--- config.mk ---
export PLATFORM = sky130hd
export DESIGN_NAME = sync_timer
export DESIGN_NICKNAME = d
export VERILOG_FILES = /design/src/rtl/sync_tmr_pkg.sv /design/src/rtl/sync_tmr_trig_in.sv /design/src/rtl/sync_tmr_start.sv /design/src/rtl/sync_tmr_count.sv /design/src/rtl/sync_timer.sv
export SDC_FILE = /design/constraint.sdc
export NUM_CORES = 1
export LEC_CHECK = 0
export BUFFER_PORTS_ARGS = -buffer_cell sky130_fd_sc_hd__buf_2
export CORE_MARGIN = 2
export CORE_UTILIZATION = 50
export DETAILED_ROUTE_END_ITERATION = 8
export GPL_ROUTABILITY_DRIVEN = 0
export HOLD_SLACK_MARGIN = 0.1
export PLACE_DENSITY_LB_ADDON = 0.05
export SETUP_SLACK_MARGIN = 0.15
export SLEW_MARGIN = 15
export SYNTH_ARGS = -nofsm -noshare
export SYNTH_HDL_FRONTEND = slang
export SYNTH_SLANG_ARGS = --single-unit
--- constraint.sdc ---
create_clock -name clk -period 2.8 [get_ports clk]
set_input_delay 0.56 -clock clk [delete_from_list [all_inputs] [get_ports clk]]
set_output_delay 0.56 -clock clk [all_outputs]
set_load 0.1 [all_outputs]
--- src/rtl/sync_tmr_pkg.sv ---
package sync_tmr_pkg;

    // Master mode codes (what drives the outgoing trigger)
    localparam logic [2:0] MM_QUIET    = 3'b000;
    localparam logic [2:0] MM_CEN      = 3'b001;

    // Trigger source codes
    localparam logic [2:0] TS_NEIGHBOUR = 3'b010;
    localparam logic [2:0] TS_CH0       = 3'b100;

    // Slave mode codes
    localparam logic [2:0] SM_NONE     = 3'b000;
    localparam logic [2:0] SM_EVENT    = 3'b110;

    typedef enum logic [1:0] {
        REG_CTRL     = 2'd0,
        REG_PRESCALE = 2'd1,
        REG_FLAG     = 2'd2,
        REG_SPARE    = 2'd3
    } reg_addr_e;

    // Control word above the enable bit (bit 0)
    typedef struct packed {
        logic       sync;
        logic [2:0] smode;
        logic [2:0] tsel;
        logic [2:0] mmode;
    } cfg_t;

    localparam int CFG_W = $bits(cfg_t);

    function automatic cfg_t decode_cfg(input logic [CFG_W-1:0] raw);
        return cfg_t'(raw);
    endfunction

    function automatic logic starts_on_event(input cfg_t c);
        return c.smode == SM_EVENT;
    endfunction

    function automatic logic drives_enable(input cfg_t c);
        return c.mmode == MM_CEN;
    endfunction

endpackage

--- src/rtl/sync_tmr_trig_in.sv ---
module sync_tmr_trig_in
    import sync_tmr_pkg::*;
(
    input  logic       clk,
    input  logic       rst,
    input  logic [2:0] tsel,
    input  logic       nbr_i,
    input  logic       ch0_i,
    output logic       evt
);
    logic nbr_q;
    logic ch0_q;

    always_ff @(posedge clk) begin
        if (rst) begin
            nbr_q <= 1'b0;
            ch0_q <= 1'b0;
        end else begin
            nbr_q <= nbr_i;
            ch0_q <= ch0_i;
        end
    end

    always_comb begin
        case (tsel)
            TS_NEIGHBOUR: evt = nbr_i & ~nbr_q;
            TS_CH0:       evt = ch0_i & ~ch0_q;
            default:      evt = 1'b0;
        endcase
    end

    AST_EVT_NEEDS_SOURCE: assert property (@(posedge clk) disable iff (rst) evt |-> (tsel == TS_NEIGHBOUR || tsel == TS_CH0)) else $error("event without a valid source");

endmodule

--- src/rtl/sync_tmr_start.sv ---
module sync_tmr_start #(
    parameter int SYNC_DLY = 2
) (
    input  logic clk,
    input  logic rst,
    input  logic wr_ctrl,
    input  logic wr_cen,
    input  logic trig_evt,
    input  logic event_mode,
    input  logic sync_en,
    output logic cen_q,
    output logic cnt_en
);
    logic cen_d;

    always_comb begin
        cen_d = wr_ctrl ? wr_cen : cen_q;
        if (trig_evt && event_mode) begin
            cen_d = 1'b1;
        end
    end

    always_ff @(posedge clk) begin
        if (rst) begin
            cen_q <= 1'b0;
        end else begin
            cen_q <= cen_d;
        end
    end

    generate
        if (SYNC_DLY > 0) begin : g_hold
            // hist_q[k] is high when the enable has been high for k+1 past cycles in a row
            logic [SYNC_DLY-1:0] hist_q;

            always_ff @(posedge clk) begin
                if (rst) begin
                    hist_q <= '0;
                end else begin
                    hist_q[0] <= cen_q;
                    for (int k = 1; k < SYNC_DLY; k++) begin
                        hist_q[k] <= hist_q[k-1] & cen_q;
                    end
                end
            end

            assign cnt_en = cen_q & (~sync_en | hist_q[SYNC_DLY-1]);

            AST_SYNC_HOLDOFF: assert property (@(posedge clk) disable iff (rst) (sync_en && $rose(cen_q)) |-> !cnt_en) else $error("sync start not held off");
        end else begin : g_direct
            assign cnt_en = cen_q;
        end
    endgenerate

    AST_EVENT_STARTS: assert property (@(posedge clk) disable iff (rst) (trig_evt && event_mode) |=> cen_q) else $error("event mode did not start");
    AST_STOP_AT_ONCE: assert property (@(posedge clk) disable iff (rst) !cen_q |-> !cnt_en) else $error("counting while disabled");

endmodule

--- src/rtl/sync_tmr_count.sv ---
module sync_tmr_count #(
    parameter int CNT_W = 16,
    parameter int PSC_W = 16
) (
    input  logic             clk,
    input  logic             rst,
    input  logic             cnt_en,
    input  logic [PSC_W-1:0] psc,
    output logic [CNT_W-1:0] count_q
);
    logic [PSC_W-1:0] div_q;
    logic             tick;

    assign tick = cnt_en && (div_q == psc);

    always_ff @(posedge clk) begin
        if (rst) begin
            div_q   <= '0;
            count_q <= '0;
        end else begin
            if (!cnt_en || tick) begin
                div_q <= '0;
            end else begin
                div_q <= div_q + 1'b1;
            end
            if (tick) begin
                count_q <= count_q + 1'b1;
            end
        end
    end

    AST_HOLD_WHEN_IDLE: assert property (@(posedge clk) disable iff (rst) !cnt_en |=> $stable(count_q)) else $error("count moved while idle");
    AST_STEP_BY_ONE: assert property (@(posedge clk) disable iff (rst) cnt_en |=> (count_q == $past(count_q) || count_q == CNT_W'($past(count_q) + 1'b1))) else $error("count jumped");

endmodule

--- src/rtl/sync_timer.sv ---
module sync_timer
    import sync_tmr_pkg::*;
#(
    parameter int CNT_W    = 16,
    parameter int PSC_W    = 16,
    parameter int DATA_W   = 16,   // must cover PSC_W and CFG_W+1
    parameter int SYNC_DLY = 2     // matches the downstream edge stage plus the trigger register
) (
    input  logic              clk,
    input  logic              rst,
    input  logic              wr_en,
    input  logic [1:0]        wr_addr,
    input  logic [DATA_W-1:0] wr_data,
    input  logic              nbr_trig_i,
    input  logic              ch0_i,
    output logic              trig_o,
    output logic              cen_o,
    output logic              flag_o,
    output logic [CNT_W-1:0]  count_o
);
    reg_addr_e        addr;
    logic             wr_ctrl;
    logic             wr_psc;
    logic             wr_flag_clr;
    cfg_t             cfg_q;
    logic [PSC_W-1:0] psc_q;
    logic             trig_evt;
    logic             cen_q;
    logic             cnt_en;

    assign addr        = reg_addr_e'(wr_addr);
    assign wr_ctrl     = wr_en && (addr == REG_CTRL);
    assign wr_psc      = wr_en && (addr == REG_PRESCALE);
    assign wr_flag_clr = wr_en && (addr == REG_FLAG) && !wr_data[0];

    always_ff @(posedge clk) begin
        if (rst) begin
            cfg_q <= '0;
            psc_q <= '0;
        end else begin
            if (wr_ctrl) begin
                cfg_q <= decode_cfg(wr_data[CFG_W:1]);
            end
            if (wr_psc) begin
                psc_q <= wr_data[PSC_W-1:0];
            end
        end
    end

    sync_tmr_trig_in u_trig_in (
        .clk   (clk),
        .rst   (rst),
        .tsel  (cfg_q.tsel),
        .nbr_i (nbr_trig_i),
        .ch0_i (ch0_i),
        .evt   (trig_evt)
    );

    sync_tmr_start #(
        .SYNC_DLY (SYNC_DLY)
    ) u_start (
        .clk        (clk),
        .rst        (rst),
        .wr_ctrl    (wr_ctrl),
        .wr_cen     (wr_data[0]),
        .trig_evt   (trig_evt),
        .event_mode (starts_on_event(cfg_q)),
        .sync_en    (cfg_q.sync),
        .cen_q      (cen_q),
        .cnt_en     (cnt_en)
    );

    sync_tmr_count #(
        .CNT_W (CNT_W),
        .PSC_W (PSC_W)
    ) u_count (
        .clk     (clk),
        .rst     (rst),
        .cnt_en  (cnt_en),
        .psc     (psc_q),
        .count_q (count_o)
    );

    always_ff @(posedge clk) begin
        if (rst) begin
            flag_o <= 1'b0;
            trig_o <= 1'b0;
        end else begin
            if (trig_evt) begin
                flag_o <= 1'b1;
            end else if (wr_flag_clr) begin
                flag_o <= 1'b0;
            end
            trig_o <= drives_enable(cfg_q) ? cen_q : 1'b0;
        end
    end

    assign cen_o = cen_q;

    AST_FLAG_ON_EVENT: assert property (@(posedge clk) disable iff (rst) trig_evt |=> flag_o) else $error("flag missed an event");
    AST_FLAG_STICKY: assert property (@(posedge clk) disable iff (rst) (flag_o && !wr_flag_clr) |=> flag_o) else $error("flag dropped by itself");
    AST_NO_START_OUTSIDE_EVENT: assert property (@(posedge clk) disable iff (rst) (!cen_q && !wr_ctrl && !starts_on_event(cfg_q)) |=> !cen_q) else $error("enable set without cause");

endmodule

After elaboration in Yosys (flattened, before gate mapping)
Cells that the tools add are included.

operators by class
  add/subtract/negate cells = 2
  eq/ne operators = 7
  multiplexer cells = 5
  bitwise operators = 9
  reduce and logical (&&, ||, !) cells = 14

operator list
  operator                                       count
  adder 16 x 1 -> 16 bit, second input constant  2
  == test 16 bit                                 1
  == test 3 bit, second input constant           2
  logical AND 1 bit                              6
  bitwise AND 1 bit                              4
  two-way mux 1 bit                              4
  inverter 1 bit                                 4
  nonzero test 2 bit                             2
  OR reduction 2 bit                             2
  == test 3 x 1 -> 1 bit, second input constant  1
  == test 3 x 2 -> 1 bit, second input constant  1
  == test 2 x 1 -> 1 bit, second input constant  1
  == test 2 bit, second input constant           1
  logical NOT 1 bit                              2
  logical NOT 2 bit                              1
  case mux 1 bit (2 select lines)                1
  logical OR 1 bit                               1
  OR 1 bit                                       1

storage, ports and cells
  bits in registers = 65
  input port bits = 23
  output and inout bits = 19
  word-level logic and storage cells = 50

Longest topological paths before layout
Gate-level depths: netlist of run 1.

  depth in word-level cells = 6
  gate-level depth with buffers = 8
  depth with buffers taken out = 6

Hierarchy
From an unflattened synthesis of run 1, not the netlist that was laid out.

unflattened totals
  cell total of the unflattened synthesis = 324
  area total of the unflattened synthesis = 3026.7 um^2

modules (own cells, without submodules)
  module            times used  cells an instance  area an instance (um^2)  sequential area each (um^2)
  sync_tmr_count    1           193                1627.8                   640.6
  sync_timer        1           114                1208.7                   560.5
  sync_tmr_start    1           10                 110.1                    60.1
  sync_tmr_trig_in  1           7                  80.1                     40.0

Worst setup path after synthesis of run 1
Ideal clock, no wire load.

  kind = register to register
  start point = register u_count.count_q[3]
  end point = register u_count.count_q[15]
  library setup time = 0.121 ns
  arrival = 2.276 ns
  data required time = 2.679 ns
  setup slack = 0.403 ns
  stages on the path, launching flop included = 6
  buffers on the path = 0
  period minus slack after synthesis = 2.397 ns
  path through = dfxtp_1 > nand4_1 > nor2_1 > nand4_1 > nor4_1 > mux2_2

on the way
  longest elaborated chain between the ends = 1

ends and longest elaborated chain
  item                    line                  text
  start, declared         sync_tmr_count.sv:9   output logic [CNT_W-1:0] count_q
  start signal, assigned  sync_tmr_count.sv:27  count_q <= count_q + 1'b1;
  adder 16 x 1 -> 16 bit  sync_tmr_count.sv:27

No other way between the ends.
A chain may end at the register's enable or synchronous reset.

Final worst setup path of run 1
  start point = register u_count.div_q[10]
  end point = register u_count.count_q[15]

on the way
  longest elaborated chain between the ends = 2

ends and longest elaborated chain
  item                    line                  text
  start, declared         sync_tmr_count.sv:11  logic [PSC_W-1:0] div_q;
  start signal, assigned  sync_tmr_count.sv:24  div_q <= div_q + 1'b1;
  == test 16 bit          sync_tmr_count.sv:14  assign tick = cnt_en && (div_q == psc);
  logical AND 1 bit       sync_tmr_count.sv:14

No other way between the ends.

==> flow_summary_export.csv, run 1 <==
group,metric,value,unit
clock_network,post_cts_buffers,0,
timing,layout_min_cycle_time,1970,ps
timing,finalSetupTns,0,ps
cells_and_area,drive_gt1_frac,0.181,
drt,drt_iter0_drc,142,
cells_and_area,insertedDiodeCount,0,
timing,finalWorstSetupSlack,830,ps
clock_network,clkTransAtPathRegs,70,ps
worst_hold_path,hold_path_class,"register to register",
timing,max_slew.worst_pin.slew,614,ps
floorplan,start_util,0.510,
clock_network,holdBufCountCts,0,
clock_network,cts_tree,"yes",
critical_path,cp.arrival,2200,ps
timing,relSlewSlack,0.589,
critical_path,worst-path-max-fanout,30,
synth,synth_edf_count,0,
synth,synth-xor-area-share,0.0946,
timing,skew,6.27,ps
synth,synth.yosys.seq_area_share,0.469,
placement,hpwl,3.92,mm
timing,rsz0062_at_grt,"no",
floorplan,die_area,0.00616,sq mm
clock_network,clockBufferDepth,2,
cells_and_area,fillCellCount,508,
synth,avgSynthCellArea,8.79,sq um
floorplan,die_w,78.5,um
synth,synthAdderAreaFrac,0.00901,
drt,route.detailed.drc,0,
synth,ys_ff_latch,65,
cells_and_area,post-route-util,0.600,
floorplan,ioPinCount,42,
timing,setup_violations,0,
placement,io_buffers,41,
floorplan,core,0.00544,sq mm
synth,syn_inst,316,
status,status,"finished, final reports clean",
global_route,antenna_found_initial,0,
timing,finalCritPeriodShare,0.703,
synth,synth_largest_area_cell,"dfxtp_1",
synth,synth_mux_area_frac,0.0478,
global_route,grt_pass1_wl,9.78,mm
cells_and_area,area_growth_syn_to_layout,17.5,%
critical_path,worstSetupPathType,"register to register",
critical_path,critPathRequiredTime,3030,ps
drt,num_vias,2257,
synth,async_reset_ff_frac,0,
synth,synthFlopType,"dfxtp_1",
clock_network,insertion_delay,340,ps
floorplan,die_h,78.5,um
placement,pre_cts_ws,799,ps
drt,viasPerCell,5.22,
power,vdd_drop_max,0.000421,V
global_route,grt_pass1_vias,2117,
critical_path,end_kind,"register",
clock_network,cts_sinks,65,
synth,synth.most_common_cell,"dfxtp_1",
floorplan,rows,27,
global_route,grt.total_usage,0.203,
synth,synth_compound_area_frac,0.0982,
worst_hold_path,hold_start,"u_start.g_hold.hist_q[0]$_SDFF_PP0_",
critical_path,critPathLaunch,"u_count.div_q[10]$_SDFF_PP0_",
clock_network,cts_root_buffer,"clkbuf_8",
clock_network,cts_resized,0,
drt,antenna_left,0,
cells_and_area,nNetsFinal,380,
synth,yosysTopAreaCellShare,0.469,
synth,synth_top_family_by_area,"simple AND/OR/NAND/NOR gates",
clock_network,cts_buffers,9,
critical_path,reg2reg_from,"u_count.div_q[10]$_SDFF_PP0_",
synth,synthesis.area,0.00278,sq mm
cells_and_area,stdcell_count,432,
synth,yosys.area_share.simple,0.250,
global_route,grt-ovfl-total,0,
clock_network,htreeDepth,3,
synth,netlist_top_cells_count,"dfxtp_1 (65), nand2_1 (39), nor2_1 (36)",
drt,wl_per_cell,13.1,um
synth,yosys_warnings,0,
timing,hold_viol_final,0,
drt,wl,5.65,mm
synth,synth_cell_types,36,
synth,synth.area.top_cells,"dfxtp_1 (47%), xor2_1 (7.6%), a21oi_1 (5.9%), nand2_1 (5.3%), nor2_1 (4.9%)",
run,max-cap-violations,0,
placement,dp.cells,416,
critical_path,critical_path.startpoint_type,"register",
power,power_density,607,mW/mm^2
timing,max_freq,0.508,GHz
global_route,grt_max_degree,31,
power,total_leakage_power,0.00131,uW
drt,firstDrtPassIters,4,
timing,drv_slew,0,
synth,syn-num-nets,341,
[critical path: stages (launching register included)]
cell     delay, ps
dfxtp_1        360
xor2_1         160
nor4_1         310
nand4_1        140
buf_4          240
nor4_1         290
mux2_2         370
[power by group]
part,total (uW),internal (uW),switching (uW)
logic,124,42.8,80.8
clock network,905,547,358
registers,951,940,10.4
total,1980,1530,449
[final timing paths]
| check | cells past startpoint | slack, ps | end |
|---|---|---|---|
| worst max-delay path | 6 | 830 | u_count.count_q[15]$_SDFFE_PP0P_ |
| worst min-delay path | 1 | 440 | u_start.g_hold.hist_q[1]$_SDFF_PP0_ |
| worst max register to register | 6 | 830 | u_count.count_q[15]$_SDFFE_PP0P_ |
| worst min register to register | 1 | 440 | u_start.g_hold.hist_q[1]$_SDFF_PP0_ |
[area by class of cell]
cell class,instances,area (sq um),area share
tap,72,90.1,0.0276
clock inverter,5,77.6,0.0238
sequential,65,1300,0.399
multi-input combinational,229,1390,0.427
inverter,6,22.5,0.00690
timing repair buffer,44,228,0.0698
clock buffer,11,151,0.0464
[sequential cells by signal, indices dropped and copies added, names as in the netlist]
signal,cells
psc_q,16
u_count.count_q,16
u_count.div_q,16
cfg_q,10
u_start.g_hold.hist_q,2
flag_o,1
trig_o,1
u_start.cen_q,1
u_trig_in.ch0_q,1
u_trig_in.nbr_q,1
[routing by layer]
metal / routed length, um / up-vias / global-route usage
met1: 2920 / 1033 / 0.280
met3: 168 / 9 / 0.0345
li1: - / 1179 / -
met2: 2430 / 36 / 0.300
met5: 0 / - / 0
met4: 121 / 0 / 0.111
[metrics by stage]
stage | power (uW) | hold slack (ps) | cell area (sq um)
2_1_floorplan | 1060 | 406 | 2780
3_3_place_gp | 1090 | 412 | 3030
3_5_place_dp | 1100 | 423 | 3030
4_1_cts | 2000 | 439 | 3260
5_1_grt | 2050 | 453 | 3260
6_report | 1980 | 438 | 3260
[cell usage in the layout (no fill, tap or decap), drive strengths merged, types with 5 or more instances in the layout]
master	n
a21oi	33
or4	12
and3	8
nand3	9
nor2b	5
xor2	24
nor2	36
xnor2	6
o31ai	12
clkbuf	11
nand4	7
nor4	5
mux2i	11
inv	6
nand2	39
buf	44
dfxtp	65
[logic make-up after synthesis]
family | count (synthesis)
buffers and inverters | 22
AND/OR/NAND/NOR | 136
multiplexers | 13
flip-flops | 65
adder cells (fa/ha/maj) | 2
AO/OA/AOI/OAI | 48
XOR/XNOR | 30
(Power assumes the default switching activity.)
==> run 2: changes to the inputs <==
clock period = 1.63 ns   (was 2.8 ns; I/O delays follow)
==> flow_summary_export.csv, run 2 (synthesized netlist as in run 1, its figures left out) <==
group,metric,value,unit
drt,num_vias,2393,
timing,finalCritPeriodShare,1.17,
timing,drv_slew,0,
timing,relSlewSlack,0.440,
power,combPwrFrac,0.100,
floorplan,start_util,0.510,
critical_path,slowest_delay,510,ps
drt,wl_per_cell,13.6,um
critical_path,critical_path.startpoint_type,"register",
floorplan,core,0.00544,sq mm
clock_network,htreeDepth,3,
critical_path,critPathRequiredTime,1900,ps
drt,wl,6.34,mm
cells_and_area,post-route-util,0.691,
critical_path,worst-path-max-fanout,8,
timing,max_slew.worst_pin.slew,837,ps
floorplan,rows,27,
power,power_density,848,mW/mm^2
timing,rsz0062_at_grt,"yes",
drt,antenna_left,0,
status,violations,"setup timing",
cells_and_area,fin_area,0.00376,sq mm
critical_path,critical-path-top-delay-family,"simple AND/OR/NAND/NOR gates",
worst_hold_path,hold_path_class,"primary input to register",
floorplan,ioPinCount,42,
placement,io_buffers,41,
drt,viasPerCell,5.12,
global_route,grt-ovfl-total,0,
placement,placed_cell_area,0.00333,sq mm
global_route,grt_max_degree,31,
critical_path,cp.arrival,2170,ps
status,status,"complete, but fails checks",
global_route,antenna_found_initial,0,
floorplan,die_h,78.5,um
clock_network,cts_buffers,9,
cells_and_area,insertedDiodeCount,0,
timing,finalWorstSetupSlack,-273,ps
critical_path,end_kind,"register",
floorplan,die_w,78.5,um
clock_network,cts_sinks,65,
floorplan,die_area,0.00616,sq mm
drt,firstDrtPassIters,4,
cells_and_area,top_regs,"psc_q (16), u_count.count_q (16), u_count.div_q (16)",
global_route,grt.total_usage,0.220,
run,max-cap-violations,0,
timing,hold_viol_final,0,
cells_and_area,area_growth_syn_to_layout,35.3,%
drt,route.detailed.drc,0,
critical_path,critPathSlowestCell,"or4_1",
global_route,grt_pass1_wl,10.6,mm
clock_network,cts_tree,"yes",
timing,max_freq,0.525,GHz
cells_and_area,drive_gt1_frac,0.375,
critical_path,worstSetupPathType,"register to register",
power,fin_total_pwr,3190,uW
cells_and_area,layout_common_cells,"nand2_1 (38), dfxtp_1 (37), buf_4 (37)",
timing,finalSetupTns,-3540,ps
power,seqPwrFrac,0.507,
power,p_int,2360,uW
timing,setup_violations,16,
cells_and_area,nNetsFinal,415,
critical_path,crit_buf_inv,1,
global_route,grt_pass1_vias,2275,
clock_network,cts_root_buffer,"clkbuf_8",
critical_path,path_cells,"xor2_1, nor4_1, nand4_1, buf_6, or4_1, a21oi_1",
drt,drt_iter0_drc,130,
clock_network,clkTransAtPathRegs,70,ps
power,total_leakage_power,0.00151,uW
cells_and_area,final_common_cell,"nand2_1",
power,vdd_drop_max,0.000487,V
power,clock_power_share,0.393,
clock_network,insertion_delay,340,ps
timing,skew,10.0,ps
power,switchingPower,822,uW
power,p_sw_frac,0.258,
clock_network,clockBufferDepth,2,
timing,layout_min_cycle_time,1900,ps
placement,hpwl,4.16,mm
-- run 2: metrics by stage --
stage / cells / hold slack [ps] / setup slack [ps]
after global placement: 446 / 413 / -250
final: 467 / 204 / -273
after CTS: 465 / 198 / -277
after detailed placement: 446 / 410 / -302
after global routing: 467 / 203 / -384
after floorplan: 316 / 406 / -156
-- run 2: repair_timing --
item | CTS | global route
cloned | 2 | 1
setup buffers | 1 | 1
setup endpoints to repair | 34 | 42
hold buffers | 0 | 0
gates resized for setup | 27 | 27
pin swaps | 4 | 8
-- run 2: area by class of cell --
class / instances / area (sq um)
inverter: 6 / 22.5
multi-input combinational: 230 / 1570
clock inverter: 5 / 28.8
sequential: 65 / 1370
clock buffer: 11 / 153
tap: 72 / 90.1
fill: 475 / 1680
timing repair buffer: 78 / 532
-- run 2: worst paths after layout --
kind	from	endpoint	slack (ps)	depth (start not counted)
max	psc_q[12]$_SDFFE_PP0P_	u_count.count_q[9]$_SDFFE_PP0P_	-270	6
max reg2reg	psc_q[12]$_SDFFE_PP0P_	u_count.count_q[9]$_SDFFE_PP0P_	-270	6
min	nbr_trig_i	u_trig_in.nbr_q$_SDFF_PP0_	200	2
min reg2reg	u_start.g_hold.hist_q[0]$_SDFF_PP0_	u_start.g_hold.hist_q[1]$_SDFF_PP0_	430	1
-- run 2: worst register-to-register path: stages (launching register included) --
cell     delay, ps
dfxtp_2        330
xor2_1         150
nor4_1         280
nand4_1        230
buf_6          200
or4_1          510
a21oi_1        140
-- run 2: power groups by stage --
stage	Combinational [uW]	Sequential, uW	Clock [uW]
after floorplan	148	1660	0
after global placement	232	1650	0
after detailed placement	236	1650	0
after CTS	304	1610	1280
after global routing	349	1620	1360
final	320	1610	1250
-- run 2: routing by layer --
| metal | global-route usage | vias up | share of wire |
|---|---|---|---|
| li1 | - | 1247 | - |
| met1 | 0.306 | 1105 | 0.50 |
| met2 | 0.328 | 35 | 0.46 |
| met3 | 0.0621 | 6 | 0.028 |
| met4 | 0.0754 | 0 | 0.012 |
| met5 | 0 | - | 0 |
